### config.mk
export PLATFORM = sky130hd
export DESIGN_NAME = lp_sequencer
export DESIGN_NICKNAME = d
export VERILOG_FILES = /design/src/rtl/lpseq_pkg.sv /design/src/rtl/lpseq_tick.sv /design/src/rtl/lpseq_regs.sv /design/src/rtl/lpseq_engine.sv /design/src/rtl/lp_sequencer.sv
export SDC_FILE = /design/constraint.sdc
export NUM_CORES = 1
export LEC_CHECK = 0
export BUFFER_PORTS_ARGS = -buffer_cell sky130_fd_sc_hd__buf_2
export CORE_MARGIN = 2
export CORE_UTILIZATION = 40
export DETAILED_ROUTE_END_ITERATION = 12
export GPL_TIMING_DRIVEN = 0
export PLACE_DENSITY = 0.68
export SLEW_MARGIN = 20
export SYNTH_ARGS = -nofsm -noshare
export SYNTH_HDL_FRONTEND = slang
export SYNTH_SLANG_ARGS = --single-unit
### constraint.sdc
create_clock -name clk -period 4.1 [get_ports clk]
set_clock_uncertainty 0.1 [all_clocks]
set_input_delay 0.41 -clock clk [delete_from_list [all_inputs] [get_ports clk]]
set_output_delay 0.41 -clock clk [all_outputs]
set_load 0.02 [all_outputs]
### src/rtl/lpseq_pkg.sv
package lpseq_pkg;
    localparam int ADDR_W     = 12;
    localparam int DATA_W     = 32;
    localparam int IDX_W      = 7;
    localparam int SEQ_WORDS  = 8;
    localparam int SEQ_BYTES  = SEQ_WORDS * 4;
    localparam int FETCH_W    = $clog2(SEQ_BYTES);
    localparam int DIV_W      = 8;
    localparam int DLY_W      = 4;
    localparam int DLY_FIELDS = 7;
    localparam int CTRL_W     = 4;

    localparam logic [ADDR_W-1:0] ADDR_CFG = 12'h008;
    localparam logic [ADDR_W-1:0] ADDR_STS = 12'h00C;
    localparam logic [ADDR_W-1:0] ADDR_CTL = 12'h030;
    localparam logic [ADDR_W-1:0] ADDR_DLY = 12'h034;
    localparam logic [ADDR_W-1:0] ADDR_SEQ = 12'h080;

    localparam logic [7:0] CMD_END = 8'h0F;

    typedef enum logic [1:0] {
        S_IDLE  = 2'd0,
        S_RUN   = 2'd1,
        S_WAKE  = 2'd2,
        S_DELAY = 2'd3
    } seq_state_t;
endpackage

### src/rtl/lpseq_tick.sv
module lpseq_tick
    import lpseq_pkg::*;
(
    input  logic             clk,
    input  logic             rst_n,
    input  logic             run,
    input  logic [DIV_W-1:0] div,
    output logic             tick
);
    logic [DIV_W-1:0] cnt_q;

    assign tick = run && (cnt_q >= div);

    always_ff @(posedge clk or negedge rst_n) begin
        if (!rst_n) begin
            cnt_q <= '0;
        end else if (!run || tick) begin
            cnt_q <= '0;
        end else begin
            cnt_q <= cnt_q + 1'b1;
        end
    end
endmodule

### src/rtl/lpseq_regs.sv
module lpseq_regs
    import lpseq_pkg::*;
(
    input  logic                      clk,
    input  logic                      rst_n,
    input  logic                      bus_valid,
    input  logic                      bus_write,
    input  logic [ADDR_W-1:0]         bus_addr,
    input  logic [DATA_W-1:0]         bus_wdata,
    output logic [DATA_W-1:0]         bus_rdata,
    input  logic                      busy,
    input  logic [DATA_W-1:0]         status_word,
    input  logic [FETCH_W-1:0]        fetch_idx,
    output logic [7:0]                fetch_byte,
    output logic [DIV_W-1:0]          cfg_div,
    output logic [DLY_FIELDS*DLY_W-1:0] dly_word,
    output logic                      ctl_en,
    output logic [IDX_W-1:0]          ctl_start
);
    localparam int WA_W = ADDR_W - 2;
    localparam logic [WA_W-1:0] SEQ_WA = ADDR_SEQ[ADDR_W-1:2];

    logic                 wr;
    logic                 wr_locked_ok;
    logic [WA_W-1:0]      word_addr;
    logic [DATA_W-1:0]    seq_words [SEQ_WORDS];
    logic [DIV_W-1:0]     cfg_q;
    logic [DLY_FIELDS*DLY_W-1:0] dly_q;
    logic                 en_q;
    logic [IDX_W-1:0]     start_q;
    logic [DATA_W-1:0]    rd_mux;
    logic                 seq_hit;

    assign wr           = bus_valid && bus_write;
    assign wr_locked_ok = wr && !busy;
    assign word_addr    = bus_addr[ADDR_W-1:2];
    assign seq_hit      = (word_addr >= SEQ_WA) && (word_addr < SEQ_WA + WA_W'(SEQ_WORDS));

    for (genvar g = 0; g < SEQ_WORDS; g++) begin : g_word
        logic [DATA_W-1:0] word_q;
        always_ff @(posedge clk or negedge rst_n) begin
            if (!rst_n) begin
                word_q <= '0;
            end else if (wr_locked_ok && word_addr == SEQ_WA + WA_W'(g)) begin
                word_q <= bus_wdata;
            end
        end
        assign seq_words[g] = word_q;
    end

    always_ff @(posedge clk or negedge rst_n) begin
        if (!rst_n) begin
            cfg_q   <= '0;
            dly_q   <= '0;
            en_q    <= 1'b0;
            start_q <= '0;
        end else begin
            if (wr && bus_addr == ADDR_CFG) cfg_q <= bus_wdata[DIV_W-1:0];
            if (wr && bus_addr == ADDR_DLY) dly_q <= bus_wdata[DLY_FIELDS*DLY_W-1:0];
            if (wr_locked_ok && bus_addr == ADDR_CTL) begin
                en_q    <= bus_wdata[0];
                start_q <= bus_wdata[4 +: IDX_W];
            end
        end
    end

    always_comb begin
        rd_mux = '0;
        if (seq_hit) begin
            rd_mux = seq_words[word_addr[$clog2(SEQ_WORDS)-1:0]];
        end else begin
            unique case (bus_addr)
                ADDR_CFG: rd_mux = DATA_W'(cfg_q);
                ADDR_STS: rd_mux = status_word;
                ADDR_CTL: rd_mux = DATA_W'({start_q, 3'b000, en_q});
                ADDR_DLY: rd_mux = DATA_W'(dly_q);
                default:  rd_mux = '0;
            endcase
        end
    end

    always_ff @(posedge clk or negedge rst_n) begin
        if (!rst_n) begin
            bus_rdata <= '0;
        end else if (bus_valid && !bus_write) begin
            bus_rdata <= rd_mux;
        end
    end

    assign fetch_byte = seq_words[fetch_idx[FETCH_W-1:2]][8*fetch_idx[1:0] +: 8];
    assign cfg_div    = cfg_q;
    assign dly_word   = dly_q;
    assign ctl_en     = en_q;
    assign ctl_start  = start_q;


    ctl_locked_chk: assert property (@(posedge clk) disable iff (!rst_n)
        (busy && bus_valid && bus_write && bus_addr == ADDR_CTL)
        |=> ($stable(en_q) && $stable(start_q)));
endmodule

### src/rtl/lpseq_engine.sv
module lpseq_engine
    import lpseq_pkg::*;
(
    input  logic                        clk,
    input  logic                        rst_n,
    input  logic                        ctl_en,
    input  logic [IDX_W-1:0]            ctl_start,
    input  logic [DLY_FIELDS*DLY_W-1:0] dly_word,
    input  logic                        tick,
    input  logic                        core_wfi,
    input  logic                        wake_irq,
    input  logic [7:0]                  fetch_byte,
    output logic [FETCH_W-1:0]          fetch_idx,
    output logic [CTRL_W-1:0]           lp_ctrl,
    output logic                        core_hold,
    output logic                        busy,
    output logic                        waiting,
    output logic                        err,
    output logic [IDX_W-1:0]            cur_idx
);
    seq_state_t        st, nxt;
    logic              wfi_q;
    logic              wfi_rise;
    logic              start_ok;
    logic              over;
    logic              is_end;
    logic [2:0]        dsel;
    logic [2:0]        dsel_q;
    logic [DLY_W-1:0]  dly_val;
    logic [DLY_W-1:0]  dcnt;
    logic [4:0]        dly_pos;

    assign wfi_rise  = core_wfi && !wfi_q;
    assign start_ok  = wfi_rise && ctl_en;
    assign over      = cur_idx >= IDX_W'(SEQ_BYTES);
    assign fetch_idx = cur_idx[FETCH_W-1:0];
    assign is_end    = fetch_byte == CMD_END;
    assign dsel      = fetch_byte[6:4];
    assign dly_pos   = {dsel - 3'd1, 2'b00};
    assign dly_val   = dly_word[dly_pos +: DLY_W];
    assign busy      = st != S_IDLE;
    assign waiting   = st == S_WAKE;

    always_comb begin
        nxt = st;
        unique case (st)
            S_IDLE:  if (start_ok) nxt = S_RUN;
            S_RUN: begin
                if (tick) begin
                    if (over || is_end)      nxt = S_IDLE;
                    else if (fetch_byte[7])  nxt = S_WAKE;
                    else if (dsel != 3'd0)   nxt = S_DELAY;
                end
            end
            S_WAKE:  if (wake_irq) nxt = (dsel_q != 3'd0) ? S_DELAY : S_RUN;
            S_DELAY: if (tick && dcnt <= DLY_W'(1)) nxt = S_RUN;
            default: nxt = S_IDLE;
        endcase
    end

    always_ff @(posedge clk or negedge rst_n) begin
        if (!rst_n) st <= S_IDLE;
        else        st <= nxt;
    end

    always_ff @(posedge clk or negedge rst_n) begin
        if (!rst_n) begin
            wfi_q     <= 1'b0;
            cur_idx   <= '0;
            lp_ctrl   <= '0;
            core_hold <= 1'b0;
            err       <= 1'b0;
            dsel_q    <= '0;
            dcnt      <= '0;
        end else begin
            wfi_q <= core_wfi;
            unique case (st)
                S_IDLE: begin
                    if (start_ok) begin
                        cur_idx   <= ctl_start;
                        err       <= 1'b0;
                        core_hold <= 1'b1;
                    end
                end
                S_RUN: begin
                    if (tick) begin
                        if (over) begin
                            err       <= 1'b1;
                            core_hold <= 1'b0;
                            lp_ctrl   <= '0;
                        end else if (is_end) begin
                            core_hold <= 1'b0;
                            lp_ctrl   <= '0;
                        end else begin
                            lp_ctrl <= fetch_byte[CTRL_W-1:0];
                            cur_idx <= cur_idx + 1'b1;
                            dsel_q  <= dsel;
                            dcnt    <= dly_val;
                        end
                    end
                end
                S_WAKE: begin
                end
                S_DELAY: begin
                    if (tick && dcnt > DLY_W'(1)) dcnt <= dcnt - 1'b1;
                end
                default: begin
                end
            endcase
        end
    end


    disabled_no_start_chk: assert property (@(posedge clk) disable iff (!rst_n)
        (st == S_IDLE && wfi_rise && !ctl_en) |=> (st == S_IDLE && !core_hold));

    level_no_retrigger_chk: assert property (@(posedge clk) disable iff (!rst_n)
        (st == S_IDLE && core_wfi && wfi_q) |=> (st == S_IDLE));

    end_release_chk: assert property (@(posedge clk) disable iff (!rst_n)
        (st == S_RUN && tick && !over && is_end) |=> (!core_hold && lp_ctrl == '0 && st == S_IDLE));

    wake_stall_chk: assert property (@(posedge clk) disable iff (!rst_n)
        (st == S_WAKE && !wake_irq) |=> (st == S_WAKE && $stable(lp_ctrl) && core_hold));

    overrun_chk: assert property (@(posedge clk) disable iff (!rst_n)
        (st == S_RUN && tick && over) |=> (err && !core_hold && lp_ctrl == '0));
endmodule

### src/rtl/lp_sequencer.sv
module lp_sequencer
    import lpseq_pkg::*;
(
    input  logic              clk,
    input  logic              rst_n,
    input  logic              bus_valid,
    input  logic              bus_write,
    input  logic [11:0]       bus_addr,
    input  logic [31:0]       bus_wdata,
    output logic [31:0]       bus_rdata,
    input  logic              core_wfi,
    input  logic              wake_irq,
    output logic [3:0]        lp_ctrl,
    output logic              core_hold
);
    logic                        busy;
    logic                        waiting;
    logic                        err;
    logic [IDX_W-1:0]            cur_idx;
    logic [DATA_W-1:0]           status_word;
    logic [FETCH_W-1:0]          fetch_idx;
    logic [7:0]                  fetch_byte;
    logic [DIV_W-1:0]            cfg_div;
    logic [DLY_FIELDS*DLY_W-1:0] dly_word;
    logic                        ctl_en;
    logic [IDX_W-1:0]            ctl_start;
    logic                        tick;

    assign status_word = DATA_W'({err, waiting, busy, 1'b0, cur_idx});

    lpseq_regs u_regs (
        .clk         (clk),
        .rst_n       (rst_n),
        .bus_valid   (bus_valid),
        .bus_write   (bus_write),
        .bus_addr    (bus_addr),
        .bus_wdata   (bus_wdata),
        .bus_rdata   (bus_rdata),
        .busy        (busy),
        .status_word (status_word),
        .fetch_idx   (fetch_idx),
        .fetch_byte  (fetch_byte),
        .cfg_div     (cfg_div),
        .dly_word    (dly_word),
        .ctl_en      (ctl_en),
        .ctl_start   (ctl_start)
    );

    lpseq_tick u_tick (
        .clk   (clk),
        .rst_n (rst_n),
        .run   (busy),
        .div   (cfg_div),
        .tick  (tick)
    );

    lpseq_engine u_engine (
        .clk        (clk),
        .rst_n      (rst_n),
        .ctl_en     (ctl_en),
        .ctl_start  (ctl_start),
        .dly_word   (dly_word),
        .tick       (tick),
        .core_wfi   (core_wfi),
        .wake_irq   (wake_irq),
        .fetch_byte (fetch_byte),
        .fetch_idx  (fetch_idx),
        .lp_ctrl    (lp_ctrl),
        .core_hold  (core_hold),
        .busy       (busy),
        .waiting    (waiting),
        .err        (err),
        .cur_idx    (cur_idx)
    );
endmodule

==> impl_metrics.toml <==
[outcome]
status = "finished, final reports clean"

[grt]
grt_usage = 0.2484
grt_pass1_vias = 13890
antenna_found_initial = 2
grt_max_degree = 87
grt_pass1_wl_um = 90820
overflow = 0

[timing]
slew_violations = 0
setup_viol = 0
fmax_ghz = 0.2448
slew_headroom = 0.2353
setup_ws_ns = 0.01463
worstMarginPinSlew_ns = 1.145
period_minus_slack_ns = 4.085
post-route-period-util = 0.9964
hold_violations = 0

[critical_path]
cp.required_ns = 4.46
ff2ff_setup_slack_ns = 0.01
r2r_cells = 11
cp-startpoint = "u_engine.cur_idx[4]"
cp.arrival_ns = 4.45
max_stage_delay_ns = 0.57
reg2reg_from = "u_engine.cur_idx[4]"
critPathKind = "register to register"
r2r_end = "u_engine.cur_idx[5]"
crit_path_top_delay_cell = "a31oi_1"
start_kind = "register"
endpoint_kind = "register"
crit_fanout = 10
endpoint = "u_engine.cur_idx[5]"
path_cells = "nor2b_1 -> clkbuf_1 -> buf_2 -> a22oi_1 -> a31oi_1 -> and2_1 -> or4b_4 -> o311ai_4 -> buf_6 -> nor2_1 -> o22a_1"

[finish]
mostFrequentLayoutCells = "363 x dfrtp_1, 300 x mux2_2, 114 x mux2i_1, 113 x nand2_1, 86 x buf_2"
fillers = 4307
post-route-util = 0.4639
multiInputGateArea_um2 = 9464
fin_area_um2 = 22010
mostFrequentLayoutCell = "dfrtp_1"
seq_area_um2 = 9084
drive_above_1_share = 0.3513
finalNetCount = 1714
area_delta_synth_final_pct = 15.00

[pwr]
swShare = 0.2272
ir_drop_mv = 0.3091
p_comb_frac = 0.039
p_int_mw = 5.837
pwr-share-seq = 0.475
switchingPower_mw = 1.716
p_leak_nw = 9.920
p_clk_frac = 0.486
power_density_nw_per_um2 = 343.1
power_mw = 7.553

[clock_tree]
clock-root-buffer = "clkbuf_16"
clock_latency_ns = 0.57
cts_buffer_depth = 3
cts_num_sinks = 363
htreeDepth = 2
cts.clk_slew.worst_paths_ns = 0.06
cts_tree = "built"
cts_inserted_buffers = 41

[floorplan]
io_pins = 87
rows = 80
die_w_um = 222.7
fp.dieH_um = 222.7
start_util = 0.4034
core_um2 = 47450
die_area_um2 = 49620

[route]
drc_errors = 0
num_vias = 13940
ant_nets = 0
wl_um = 61520
wl_per_cell_um = 26.86
drtIter0Drc = 1388
vias_per_cell = 6.086
first_pass_iters = 5

[flow_run]
cap_viol_max_count = 0

[synthesis]
synth-edff-count = 0
synth.avg_cell_area_um2 = 12.65
synth-async-reset-ratio = 1.000
synth-warning-count = 0
ys_seq_area_frac = 0.4746
synth_ff_type = "dfrtp_1"
synth_nets = 1581
ys_ff_latch = 363
synth.distinct_cells = 59
syn_inst = 1513
netlist_area_um2 = 19140

[place]
gp_congestion = 0.9433
post-place-ws_ns = -1.217
hpwl_um = 42570
placed_cell_area_um2 = 20430
port_buffers = 78

[hold_path]
min_path_type = "primary input to register"
-- power groups by stage --
stage | combinational [mW] | clock [mW] | sequential (mW)
final | 0.294 | 3.67 | 3.59
after global placement | 0.268 | 0 | 3.65
after detailed placement | 0.288 | 0 | 3.65
after CTS | 0.293 | 3.73 | 3.59
after floorplan | 0.0922 | 0 | 3.65
after global routing | 0.319 | 3.87 | 3.58
-- worst min-delay path by stage --
stage                              startpoint                    endpoint  slack, ns  cells past startpoint
final                            bus_wdata[7]  u_regs.g_word[3].word_q[7]       0.03                      2
after global routing             bus_wdata[7]  u_regs.g_word[3].word_q[7]       0.03                      2
after CTS                        bus_wdata[7]  u_regs.g_word[3].word_q[7]       0.02                      2
after detailed placement                rst_n        u_regs.bus_rdata[14]       0.21                      1
after global placement    u_regs.bus_rdata[7]         u_regs.bus_rdata[7]       0.36                      1
after floorplan                         rst_n          u_engine.core_hold       0.01                      0
-- synthesized netlist by cell type, types with 10 or more instances --
cell,n,area (µm²)
and3_1,10,62.56
mux2_2,300,3378
mux4_2,80,1802
a22o_1,15,131.4
a21oi_1,50,250.2
nand2_1,113,424.2
clkbuf_1,62,232.7
ha_1,18,225.2
nand3_1,30,150.1
buf_1,24,90.09
dfrtp_1,363,9084
mux2i_1,115,1151
o31ai_1,12,90.09
inv_1,27,101.4
a22oi_1,42,315.3
nor2_1,57,214.0
buf_2,11,55.05
o21ai_0,57,285.3
nand2b_1,12,75.07
-- through the flow --
step | TNS [ns] | hold slack, ns | instances
2_1_floorplan | 0 | 0.01441 | 1513
3_3_place_gp | -1636.94 | 0.3587 | 2206
3_5_place_dp | -16.09 | 0.2090 | 2210
4_1_cts | 0 | 0.02129 | 2291
5_1_grt | -0.04879 | 0.03165 | 2289
6_report | 0 | 0.02839 | 2290
-- routing by layer --
| metal | GRT usage | vias up | part of all wire |
|---|---|---|---|
| li1 | - | 5889 | - |
| met1 | 0.3278 | 7177 | 0.41 |
| met2 | 0.3732 | 713 | 0.45 |
| met3 | 0.07882 | 154 | 0.098 |
| met4 | 0.1154 | 4 | 0.046 |
| met5 | 0 | - | 0.00037 |
-- worst max-delay path, delay by kind of cell, from the launching register on --
| family | cells | cell delay (ns) |
|---|---|---|
| AO/OA/AOI/OAI | 4 | 1.33 |
| buffers and inverters | 3 | 1.18 |
| flip-flops | 1 | 0.44 |
| AND/OR/NAND/NOR | 4 | 0.91 |
-- repair_timing --
item / CTS / global route
endpoints found under the hold margin: 43 / 0
pin swaps: 0 / 2
endpoints found under the setup margin: 21 / 8
gates resized for setup: 17 / 20
hold buffers: 6 / 0
buffers inserted: 5 / 1
-- kinds of logic after synthesis --
family,after synthesis,synth area share
AOI/OAI and AO/OA,230,0.08126
xor gates and xnor gates,6,0.002746
adders and majority gates,18,0.01177
buffers and inverters,143,0.03667
DFF,363,0.4746
muxes,497,0.3324
and+or+nand+nor,256,0.06060
-- flip-flops by register name, summed over array words and instances, names as in the netlist --
name and count:
u_engine.core_hold 1, u_engine.cur_idx 7, u_engine.dcnt 4, u_engine.dsel_q 3, u_engine.err 1, u_engine.lp_ctrl 4
u_engine.st 2, u_engine.wfi_q 1, u_regs.bus_rdata 32, u_regs.cfg_div 8, u_regs.ctl_en 1, u_regs.ctl_start 7
u_regs.dly_word 28, u_regs.g_word.word_q 256, u_tick.cnt_q 8
-- area by class of cell --
| type | instances | share of cell area |
|---|---|---|
| Clock buffer | 66 | 0.05963 |
| Tap cell | 615 | 0.03496 |
| Timing Repair Buffer | 94 | 0.02871 |
| Antenna cell | 1 | 0.0001137 |
| Buffer | 111 | 0.02763 |
| Inverter | 28 | 0.004889 |
| Clock inverter | 5 | 0.001421 |
| Sequential cell | 363 | 0.4127 |
| Multi-Input combinational cell | 1007 | 0.4300 |
Note: power is estimated with default switching activity, not from simulation.
